File: config.mk
export PLATFORM = sky130hd
export DESIGN_NAME = insn_fetch_unit
export DESIGN_NICKNAME = d
export VERILOG_FILES = /design/src/rtl/ifu_pkg.sv /design/src/rtl/ifu_path_sel.sv /design/src/rtl/ifu_word_store.sv /design/src/rtl/ifu_ctrl.sv /design/src/rtl/insn_fetch_unit.sv
export SDC_FILE = /design/constraint.sdc
export NUM_CORES = 2
export LEC_CHECK = 0
export BUFFER_PORTS_ARGS = -buffer_cell sky130_fd_sc_hd__buf_2
export CAP_MARGIN = 15
export CORE_MARGIN = 3
export CORE_UTILIZATION = 30
export DETAILED_ROUTE_END_ITERATION = 8
export SYNTH_ARGS = -nofsm -noshare
export SYNTH_HDL_FRONTEND = slang
export SYNTH_HIERARCHICAL = 1
export SYNTH_SLANG_ARGS = --single-unit
File: constraint.sdc
create_clock -name clk -period 5.4 [get_ports clk]
set_input_delay 0.81 -clock clk [delete_from_list [all_inputs] [get_ports clk]]
set_output_delay 0.81 -clock clk [all_outputs]
set_load 0.01 [all_outputs]
File: src/rtl/ifu_pkg.sv
package ifu_pkg;

    localparam int ILEN = 32;
    localparam int HLEN = 16;

    typedef enum logic [2:0] {
        S_IDLE,
        S_XL_WORD,
        S_RD_WORD,
        S_XL_LO,
        S_RD_LO,
        S_XL_HI,
        S_RD_HI,
        S_RESP
    } fetch_state_e;

    typedef enum logic [1:0] {
        P_WORD,
        P_SPLIT,
        P_MISALIGN
    } fetch_path_e;

    function automatic logic half_is_short(input logic [HLEN-1:0] h);
        return h[1:0] != 2'b11;
    endfunction

endpackage

File: src/rtl/ifu_path_sel.sv
module ifu_path_sel
    import ifu_pkg::*;
(
    input  logic [1:0]  low_bits,
    input  logic        cmp_en,
    output fetch_path_e path
);

    always_comb begin
        unique case (low_bits)
            2'b00:   path = P_WORD;
            2'b10:   path = cmp_en ? P_SPLIT : P_MISALIGN;
            default: path = P_MISALIGN;
        endcase
    end

endmodule

File: src/rtl/ifu_word_store.sv
module ifu_word_store
    import ifu_pkg::*;
#(
    parameter int AW      = 32,
    parameter int ENTRIES = 32
) (
    input  logic            clk,
    input  logic            rst_n,
    input  logic            flush,
    input  logic [AW-1:0]   lk_addr,
    output logic            hit,
    output logic [ILEN-1:0] hit_data,
    input  logic            fill_en,
    input  logic [AW-1:0]   fill_addr,
    input  logic [ILEN-1:0] fill_data
);

    localparam int IDXW = $clog2(ENTRIES);

    logic [AW-1:0]   tag_q  [ENTRIES];
    logic [ILEN-1:0] data_q [ENTRIES];

    logic [IDXW-1:0] lk_idx;
    logic [IDXW-1:0] fill_idx;
    logic [AW-1:0]   lk_tag;
    logic [AW-1:0]   fill_tag;

    assign lk_idx   = lk_addr[IDXW+1:2];
    assign fill_idx = fill_addr[IDXW+1:2];
    assign lk_tag   = {lk_addr[AW-1:1], 1'b1};
    assign fill_tag = {fill_addr[AW-1:1], 1'b1};

    for (genvar e = 0; e < ENTRIES; e++) begin : g_entry
        always_ff @(posedge clk) begin
            if (!rst_n) begin
                tag_q[e] <= '0;
            end else if (flush) begin
                tag_q[e] <= '0;
            end else if (fill_en && (fill_idx == IDXW'(e))) begin
                tag_q[e] <= fill_tag;
            end
        end

        always_ff @(posedge clk) begin
            if (fill_en && (fill_idx == IDXW'(e))) begin
                data_q[e] <= fill_data;
            end
        end
    end

    assign hit      = (lk_addr[1:0] == 2'b00) && (tag_q[lk_idx] == lk_tag);
    assign hit_data = data_q[lk_idx];

endmodule

File: src/rtl/ifu_ctrl.sv
module ifu_ctrl
    import ifu_pkg::*;
#(
    parameter int AW = 32
) (
    input  logic            clk,
    input  logic            rst_n,
    input  logic            flush,
    input  logic            req_valid,
    output logic            req_ready,
    input  logic [AW-1:0]   req_addr,
    input  fetch_path_e     req_path,
    input  logic            hit,
    input  logic [ILEN-1:0] hit_data,
    output logic            xl_req_valid,
    output logic [AW-1:0]   xl_req_vaddr,
    input  logic            xl_resp_valid,
    input  logic [AW-1:0]   xl_resp_paddr,
    input  logic            xl_resp_fault,
    output logic            mem_req_valid,
    output logic [AW-1:0]   mem_req_addr,
    output logic            mem_req_half,
    input  logic            mem_resp_valid,
    input  logic [ILEN-1:0] mem_resp_data,
    output logic            fill_en,
    output logic [AW-1:0]   fill_addr,
    output logic [ILEN-1:0] fill_data,
    output logic            rsp_valid,
    output logic [ILEN-1:0] rsp_insn,
    output logic            rsp_len16,
    output logic            rsp_misalign,
    output logic            rsp_fault
);

    fetch_state_e    state_q, state_d;
    logic [AW-1:0]   vaddr_q;
    logic [AW-1:0]   paddr_q;
    logic [ILEN-1:0] insn_q;
    logic            misal_q;
    logic            fault_q;
    logic            drop_fill_q;
    logic            req_fire;
    logic            in_xl;
    logic            trap;

    assign req_fire = req_valid && req_ready;
    assign in_xl    = (state_q == S_XL_WORD) || (state_q == S_XL_LO) || (state_q == S_XL_HI);

    // state register
    always_ff @(posedge clk) begin
        if (!rst_n) state_q <= S_IDLE;
        else        state_q <= state_d;
    end

    // transitions
    always_comb begin
        state_d = state_q;
        unique case (state_q)
            S_IDLE: begin
                if (req_fire) begin
                    unique case (req_path)
                        P_WORD:     state_d = hit ? S_RESP : S_XL_WORD;
                        P_SPLIT:    state_d = S_XL_LO;
                        default:    state_d = S_RESP;
                    endcase
                end
            end
            S_XL_WORD: if (xl_resp_valid) state_d = xl_resp_fault ? S_RESP : S_RD_WORD;
            S_RD_WORD: if (mem_resp_valid) state_d = S_RESP;
            S_XL_LO:   if (xl_resp_valid) state_d = xl_resp_fault ? S_RESP : S_RD_LO;
            S_RD_LO: begin
                if (mem_resp_valid) begin
                    state_d = half_is_short(mem_resp_data[HLEN-1:0]) ? S_RESP : S_XL_HI;
                end
            end
            S_XL_HI:   if (xl_resp_valid) state_d = xl_resp_fault ? S_RESP : S_RD_HI;
            S_RD_HI:   if (mem_resp_valid) state_d = S_RESP;
            S_RESP:    state_d = S_IDLE;
            default:   state_d = S_IDLE;
        endcase
    end

    // datapath registers
    always_ff @(posedge clk) begin
        if (!rst_n) begin
            vaddr_q     <= '0;
            paddr_q     <= '0;
            insn_q      <= '0;
            misal_q     <= 1'b0;
            fault_q     <= 1'b0;
            drop_fill_q <= 1'b0;
        end else begin
            if (req_fire) begin
                vaddr_q     <= req_addr;
                misal_q     <= (req_path == P_MISALIGN);
                fault_q     <= 1'b0;
                insn_q      <= (req_path == P_WORD && hit) ? hit_data : '0;
                drop_fill_q <= 1'b0;
            end else if (flush && state_q != S_IDLE) begin
                drop_fill_q <= 1'b1;
            end
            if (in_xl && xl_resp_valid) begin
                paddr_q <= xl_resp_paddr;
                fault_q <= xl_resp_fault;
            end
            if (mem_resp_valid) begin
                unique case (state_q)
                    S_RD_WORD: insn_q <= mem_resp_data;
                    S_RD_LO:   insn_q <= {{(ILEN-HLEN){1'b0}}, mem_resp_data[HLEN-1:0]};
                    S_RD_HI:   insn_q[ILEN-1:HLEN] <= mem_resp_data[HLEN-1:0];
                    default:   ;
                endcase
            end
        end
    end

    // outputs
    always_comb begin
        req_ready     = 1'b0;
        xl_req_valid  = 1'b0;
        xl_req_vaddr  = vaddr_q;
        mem_req_valid = 1'b0;
        mem_req_addr  = paddr_q;
        mem_req_half  = 1'b0;
        rsp_valid     = 1'b0;
        unique case (state_q)
            S_IDLE:    req_ready = !flush;
            S_XL_WORD,
            S_XL_LO:   xl_req_valid = 1'b1;
            S_XL_HI: begin
                xl_req_valid = 1'b1;
                xl_req_vaddr = vaddr_q + AW'(2);
            end
            S_RD_WORD: mem_req_valid = 1'b1;
            S_RD_LO,
            S_RD_HI: begin
                mem_req_valid = 1'b1;
                mem_req_half  = 1'b1;
            end
            S_RESP:    rsp_valid = 1'b1;
            default:   ;
        endcase
    end

    assign trap         = misal_q || fault_q;
    assign rsp_insn     = trap ? '0 : insn_q;
    assign rsp_len16    = !trap && half_is_short(insn_q[HLEN-1:0]);
    assign rsp_misalign = misal_q;
    assign rsp_fault    = fault_q;

    assign fill_en   = (state_q == S_RD_WORD) && mem_resp_valid && !drop_fill_q && !flush;
    assign fill_addr = vaddr_q;
    assign fill_data = mem_resp_data;

endmodule

File: src/rtl/insn_fetch_unit.sv
module insn_fetch_unit
    import ifu_pkg::*;
#(
    parameter int AW      = 32,
    parameter int ENTRIES = 32
) (
    input  logic            clk,
    input  logic            rst_n,
    input  logic            flush,
    input  logic            req_valid,
    output logic            req_ready,
    input  logic [AW-1:0]   req_addr,
    input  logic            req_cmp_en,
    output logic            xl_req_valid,
    output logic [AW-1:0]   xl_req_vaddr,
    input  logic            xl_resp_valid,
    input  logic [AW-1:0]   xl_resp_paddr,
    input  logic            xl_resp_fault,
    output logic            mem_req_valid,
    output logic [AW-1:0]   mem_req_addr,
    output logic            mem_req_half,
    input  logic            mem_resp_valid,
    input  logic [ILEN-1:0] mem_resp_data,
    output logic            rsp_valid,
    output logic [ILEN-1:0] rsp_insn,
    output logic            rsp_len16,
    output logic            rsp_misalign,
    output logic            rsp_fault
);

    fetch_path_e     path;
    logic            cache_hit;
    logic [ILEN-1:0] cache_data;
    logic            fill_en;
    logic [AW-1:0]   fill_addr;
    logic [ILEN-1:0] fill_data;

    ifu_path_sel u_path (
        .low_bits (req_addr[1:0]),
        .cmp_en   (req_cmp_en),
        .path     (path)
    );

    ifu_word_store #(.AW(AW), .ENTRIES(ENTRIES)) u_store (
        .clk       (clk),
        .rst_n     (rst_n),
        .flush     (flush),
        .lk_addr   (req_addr),
        .hit       (cache_hit),
        .hit_data  (cache_data),
        .fill_en   (fill_en),
        .fill_addr (fill_addr),
        .fill_data (fill_data)
    );

    ifu_ctrl #(.AW(AW)) u_ctrl (
        .clk            (clk),
        .rst_n          (rst_n),
        .flush          (flush),
        .req_valid      (req_valid),
        .req_ready      (req_ready),
        .req_addr       (req_addr),
        .req_path       (path),
        .hit            (cache_hit),
        .hit_data       (cache_data),
        .xl_req_valid   (xl_req_valid),
        .xl_req_vaddr   (xl_req_vaddr),
        .xl_resp_valid  (xl_resp_valid),
        .xl_resp_paddr  (xl_resp_paddr),
        .xl_resp_fault  (xl_resp_fault),
        .mem_req_valid  (mem_req_valid),
        .mem_req_addr   (mem_req_addr),
        .mem_req_half   (mem_req_half),
        .mem_resp_valid (mem_resp_valid),
        .mem_resp_data  (mem_resp_data),
        .fill_en        (fill_en),
        .fill_addr      (fill_addr),
        .fill_data      (fill_data),
        .rsp_valid      (rsp_valid),
        .rsp_insn       (rsp_insn),
        .rsp_len16      (rsp_len16),
        .rsp_misalign   (rsp_misalign),
        .rsp_fault      (rsp_fault)
    );

endmodule

### Yosys cells after proc, flatten, opt, wreduce, memory -nomap -nowiden

Memories as Yosys holds them, arrays and structs flattened.
Index checks and enable logic that the tools add are counted.

* add/subtract/negate cells: 1
* bitwise operators: 65
* reduce and logical (&&, ||, !) cells: 91
* equal/unequal tests: 50
* mux-type cells: 350

Operators with widths (count)
* two-way mux 32 bit: 100
* OR reduction 32 bit: 31
* two-way mux 1 bit: 203
* two-way mux 5 bit: 31
* == test 5 bit, second input constant: 16
* OR 1 bit: 64
* one-hot mux 16 bit (3 select lines): 1
* logical AND 1 bit: 41
* == test 5 x 4 -> 1 bit, second input constant: 8
* adder 32 x 2 -> 32 bit, second input constant: 1
* == test 32 bit: 1
* two-way mux 3 bit: 8
* one-hot mux 3 bit (7 select lines): 1
* == test 5 x 3 -> 1 bit, second input constant: 4
* two-way mux 16 bit: 1
* == test 3 bit, second input constant: 4
* inequality test 2 bit, second input constant: 6
* == test 5 x 2 -> 1 bit, second input constant: 2
* OR reduction 2 bit: 4
* == test 3 x 2 -> 1 bit, second input constant: 2
* two-way mux 2 bit: 3
* one-hot mux 3 bit (2 select lines): 1
* AND reduction 6 bit: 1
* OR reduction 3 bit: 2
* other kinds (14): 21

* bits in writable memories: 2048
* output and inout bits: 104
* memories: 2
* register bits after elaboration: 102
* logic and storage cells: 566
* bits of input ports: 104

Memories
* u_store.data_q: words 32, width 32, read ports 1, clocked after Yosys merged registers in 0, write ports 1, line ifu_word_store.sv:21 `logic [ILEN-1:0] data_q [ENTRIES];`
* u_store.tag_q: words 32, width 32, read ports 1, clocked after Yosys merged registers in 0, write ports 32, line ifu_word_store.sv:20 `logic [AW-1:0] tag_q [ENTRIES];`

### Logic depth before layout (Yosys ltp)

* depth after elaboration: 39
* mapped depth: 17
* depth with buffers taken out: 12

### Modules after synthesis

Netlist, hierarchy kept.

Modules (own cells, without submodules)
* ifu_word_store: area each 85308.1 µm², cells each 4680, seq. area each 61499.0 µm², times used 1
* ifu_ctrl: area each 5263.8 µm², cells each 696, seq. area each 2042.0 µm², times used 1
* ifu_path_sel: area each 18.8 µm², cells each 4, seq. area each 0.0 µm², times used 1

### Worst setup path after synthesis

No wires, ideal clock.

* path kind: input-to-reg
* start: input port req_addr[4]
* end: register u_ctrl.insn_q[18]
* arrival time: 4.174 ns
* data required time: 5.309 ns
* stages on the path: 15
* setup slack: 1.135 ns
* buffers on the path: 4
* setup time: 0.091 ns
* cell sequence: buf_2 -> buf_4 -> clkbuf_1 -> mux4_2 -> mux2_2 -> nand2_1 -> o2111ai_1 -> xor2_1 -> a2111oi_0 -> nand4_1 -> nor4_2 -> nor3b_1 -> clkbuf_1 -> nand3_1 -> a311oi_1

* cells in the longest elaborated chain, start to end: 8
* elaborated cells on any way between the ends: 9
* classes of those cells: eq/ne: 1; mux: 4; reduce/logical: 2; memory: 2

RTL lines
* start: declaration: line insn_fetch_unit.sv:12 `input logic [AW-1:0] req_addr,`
* memory read (32 x 32 bit)
* == test 32 bit (*): line ifu_word_store.sv:51 `assign hit = (lk_addr[1:0] == 2'b00) && (tag_q[lk_idx] == lk_tag);`
* logical AND 1 bit (*): line ifu_word_store.sv:51
* via cache_hit: line insn_fetch_unit.sv:32 `logic cache_hit;`
* logical AND 1 bit (*): line ifu_ctrl.sv:97 `insn_q <= (req_path == P_WORD && hit) ? hit_data : '0;`
* two-way mux 32 bit (*): line ifu_ctrl.sv:97
* two-way mux 32 bit (*): line ifu_ctrl.sv:93 `if (req_fire) begin`
* one-hot mux 16 bit (3 select lines): line ifu_ctrl.sv:107 `unique case (state_q)`
* two-way mux 32 bit (*): line ifu_ctrl.sv:106 `if (mem_resp_valid) begin`
* end signal: assignment: line ifu_ctrl.sv:97
* end signal: assignment: line ifu_ctrl.sv:108 `S_RD_WORD: insn_q <= mem_resp_data;`
* end signal: assignment: line ifu_ctrl.sv:109 `S_RD_LO: insn_q <= {{(ILEN-HLEN){1'b0}}, mem_resp_data[HLEN-1:0]};`
* end: declaration: line ifu_ctrl.sv:38 `logic [ILEN-1:0] insn_q;`

Mark *: on every way through the listed nets, which the timed path passes. The rest lies on a longest branch.
A chain may end at the register's enable or synchronous reset.

### Worst setup path in the final report

* start: input port req_addr[2]
* end: register u_ctrl.insn_q[21]

Same word-level chain as after synthesis.

==> flow_summary.yaml <==
run_status:
  status: "finished, final reports clean"
yosys:
  ys_warn_count: 6
  synth.avg_cell_area_um2: 16.8
  synth.top_cell.area_share_pct: 67.9
  yosys.area.top_type: "edfxtp_1"
  postSynthCellCount: 5380
  synth-main-ff-cell: "edfxtp_1"
  syn-cell-area_um2: 90600
  ys_types: 68
  synth_edf_count: 2048
  ys_seq_elements: 2150
  synthArstFlopShare_pct: 0
  ys_seq_area_share_pct: 70.1
  synthTopCellsByArea: "edfxtp_1 68%, mux4_2 12%, and3_1 5.8%, dfxtp_1 2.3%, mux2i_1 1.6%"
power:
  ir_worst_vdd_v: 0.000257
  internal_power_mw: 28.6
  clock_power_share_pct: 40.2
  p_sw_mw: 8.98
  combPwrFrac_pct: 9.2
  powerDensity_nw_per_um2: 360
  design_power_total_mw: 37.6
  seq_power_share_pct: 50.6
  p_leak_nw: 38.9
  switching_share_pct: 23.9
place:
  hpwlAfterDp_um: 168000
  gp_congestion: 0.885
  dpl_cell_area_um2: 97400
  port_buffers: 207
finish:
  fin_area_um2: 104000
  syn2layout_area_growth_pct: 15.3
  drive_above_1_share_pct: 23.9
  nets: 5730
clock_tree:
  path_clk_slew_ns: 0.07
  cts_resized: 0
  cts-buffers-inserted: 219
  worstSkewPairLatency_ns: 0.89
  cts_tree: "yes"
  clk_path_buf_depth: 4
  h-tree-depth: 4
  postCtsSetupRepairBufs: 0
  holdBufCountCts: 0
  cts-root-buf: "clkbuf_16"
  cts_num_sinks: 2150
route:
  drc: 0
  num_vias: 53100
  drtIter0Drc: 7255
  routedWlPerCell_um: 29.2
  antenna_left: 0
  finalWirelength_um: 285000
  drt-vias-per-instance: 5.44
  dr.pass1.iters: 6
floorplan:
  initial_utilization_pct: 30.2
  die-area_um2: 309000
  rows: 201
  die_h_um: 556
  pin_count: 208
  die_w_um: 556
  core_area_um2: 300000
grt:
  grt_pass1_wl_um: 400000
  grt_pass1_vias: 52500
  grt_usage_pct: 17.9
  grt_start_max_net_pins: 267
  grt-ovfl-total: 0
  antenna_found_initial: 18
sta:
  fmax_mhz: 197
  period_minus_slack_ns: 5.09
  slew_headroom_pct: 19.4
  setup_viol: 0
  final_hold_viol_count: 0
  tightest_slew_ns: 1.20
  fin_crit_sh_pct: 94.2
  drv_slew: 0
  rsz0062_at_grt: "no"
  fin_hold_ws_ns: 0.185
  clock_skew_ns: 0.0535
critical_path:
  cp.buffers_inverters: 5
  slowest_stage: "nor4_4"
  max_stage_delay_ns: 0.83
  arrival_ns: 5.84
  path_class: "primary input to flip-flop"
  start_kind: "primary input"
  required_ns: 6.16
  cp_top_family: "simple AND/OR/NAND/NOR gates"
  crit_chain: "buf_8, buf_12, buf_4, mux4_2, mux2i_1, o22a_1, o31ai_1, xor2_1, nor4_1, o211ai_1, nor4_4, buf_12, nor3b_2, buf_4, nand3_1, a311oi_1"
  cp_max_fo: 27
  end_kind: "flip-flop"
worst_hold_path:
  worst_hold_path_type: "primary input to flip-flop"
job:
  drv_cap: 0
worst reg2reg max path, cell delays in order, from the launching register on:
cell      delay (ns)
edfxtp_1        0.39
mux4_2          0.49
mux2i_1         0.22
a221o_1         0.38
o21ai_0         0.32
nor4_1          0.72
o211ai_1        0.26
nor4_4          0.83
buf_12          0.18
nor3b_2         0.26
buf_4           0.23
nand3_1         0.10
a311oi_1        0.33
cell type report:
type / count / area (um^2)
fillers: 28200 / 196000
multi-input cells: 2739 / 24900
clock buffers: 266 / 5800
well taps: 3958 / 4950
inverters: 56 / 270
flip-flops and latches: 2150 / 63500
clock inverters: 121 / 1220
diodes: 8 / 20.0
repair buffers: 459 / 3790
layout by cell type (no fill, tap or decap), types with 11 or more instances in the layout:
cell type  count
a211oi_1      12
a21oi_1      107
a221oi_1      23
a22oi_1       32
a311oi_1      17
a31oi_1       19
and2_1        38
and3_1       841
buf_12        66
buf_2        203
buf_4        186
bufinv_16     23
clkbuf_1      37
clkbuf_16    223
clkinv_1      46
clkinv_2      54
conb_1        80
dfxtp_1      102
edfxtp_1    2048
inv_1         20
inv_4         14
mux2_2        32
mux2i_1      146
mux4_2       498
nand2_1      307
nand2_2       31
nand2b_1      16
nand3_1       67
nor2_1       167
nor2b_1       23
nor3_1        21
nor4_1        12
o21ai_0       40
o221ai_1      13
o22ai_1       36
o32ai_1       11
xnor2_1       21
xor2_1        28
per-layer routing:
| layer | vias to the layer above | GRT usage (%) | wire length [um] |
|---|---|---|---|
| met2 | 2940 | 29.6 | 138000 |
| li1 | 21700 | - | - |
| met3 | 526 | 2.94 | 24900 |
| met4 | 2 | 8.50 | 14700 |
| met1 | 27900 | 23.1 | 107000 |
| met5 | - | 0 | 13 |
state kept, by name (all words and copies together), names as in the netlist:
| register | cells |
|---|---|
| u_ctrl/rsp_fault | 1 |
| u_ctrl/mem_req_addr | 32 |
| u_ctrl/fill_addr | 32 |
| u_ctrl/state_q | 3 |
| u_ctrl/drop_fill_q | 1 |
| u_store/data_q | 1024 |
| u_store/tag_q | 1024 |
| u_ctrl/insn_q | 32 |
| u_ctrl/rsp_misalign | 1 |
power by group through the flow:
stage / clock network, mW / registers, mW / logic (mW)
detailed placement: 0 / 19.4 / 3.44
global route: 15.9 / 19.0 / 3.67
CTS: 15.4 / 19.0 / 3.45
finish: 15.1 / 19.0 / 3.47
global placement: 0 / 19.3 / 3.41
floorplan: 0 / 19.3 / 2.02
worst paths after layout:
check	startpoint	to	slack, ns	cells after the start
worst max register to register	u_store/tag_q[3][19]	u_ctrl/insn_q[21]	0.58	12
worst max-delay path	req_addr[2]	u_ctrl/insn_q[21]	0.31	16
worst min register to register	u_ctrl/mem_req_addr[8]	u_ctrl/mem_req_addr[8]	0.46	2
worst min-delay path	xl_resp_paddr[2]	u_ctrl/mem_req_addr[2]	0.18	3
synth_stat cells (5+ instances only):
master,count
a2111oi_0,6
a211oi_1,12
a21oi_1,107
a221oi_1,23
a22oi_1,32
a311oi_1,17
a31oi_1,19
and2_1,40
and3_1,841
buf_1,20
buf_2,59
buf_4,65
buf_6,21
clkbuf_1,348
dfxtp_1,102
edfxtp_1,2048
inv_1,53
mux2_2,32
mux2i_1,146
mux4_2,498
nand2_1,340
nand2b_1,17
nand3_1,67
nand4_1,7
nor2_1,167
nor2b_1,24
nor3_1,21
nor3b_1,8
nor4_1,12
o2111ai_1,5
o211ai_1,7
o21a_1,5
o21ai_0,40
o21ai_1,6
o221ai_1,13
o22a_1,5
o22ai_1,36
o32ai_1,11
or2_2,7
xnor2_1,21
xor2_1,28
through the flow:
step                      utilization (%)  worst slack, ns  cells  setup TNS [ns]
after floorplan                         -             1.14   5459               0
after global placement               32.4           -0.945   9360          -28.80
after detailed placement             32.4           -0.570   9360          -15.13
after CTS                            34.8            0.342   9747               0
after global routing                 34.8            0.222   9753               0
final                                34.8            0.315   9757               0
cell families (layout without fill, tap and decap cells):
family                   count (synthesis)  in the layout  share of synthesized area [%]
AND/OR/NAND/NOR                       1571           1571                           9.42
buffers and inverters                  570            902                           2.90
adder cells (fa/ha/maj)                  1              1                         0.0138
multiplexers                           677            677                           14.4
XOR/XNOR                                49             49                          0.474
AO/OA/AOI/OAI                          361            361                           2.64
flip-flops                            2150           2150                           70.1
other                                    1             88                        0.00414
Power figures use the tool's default switching activity.
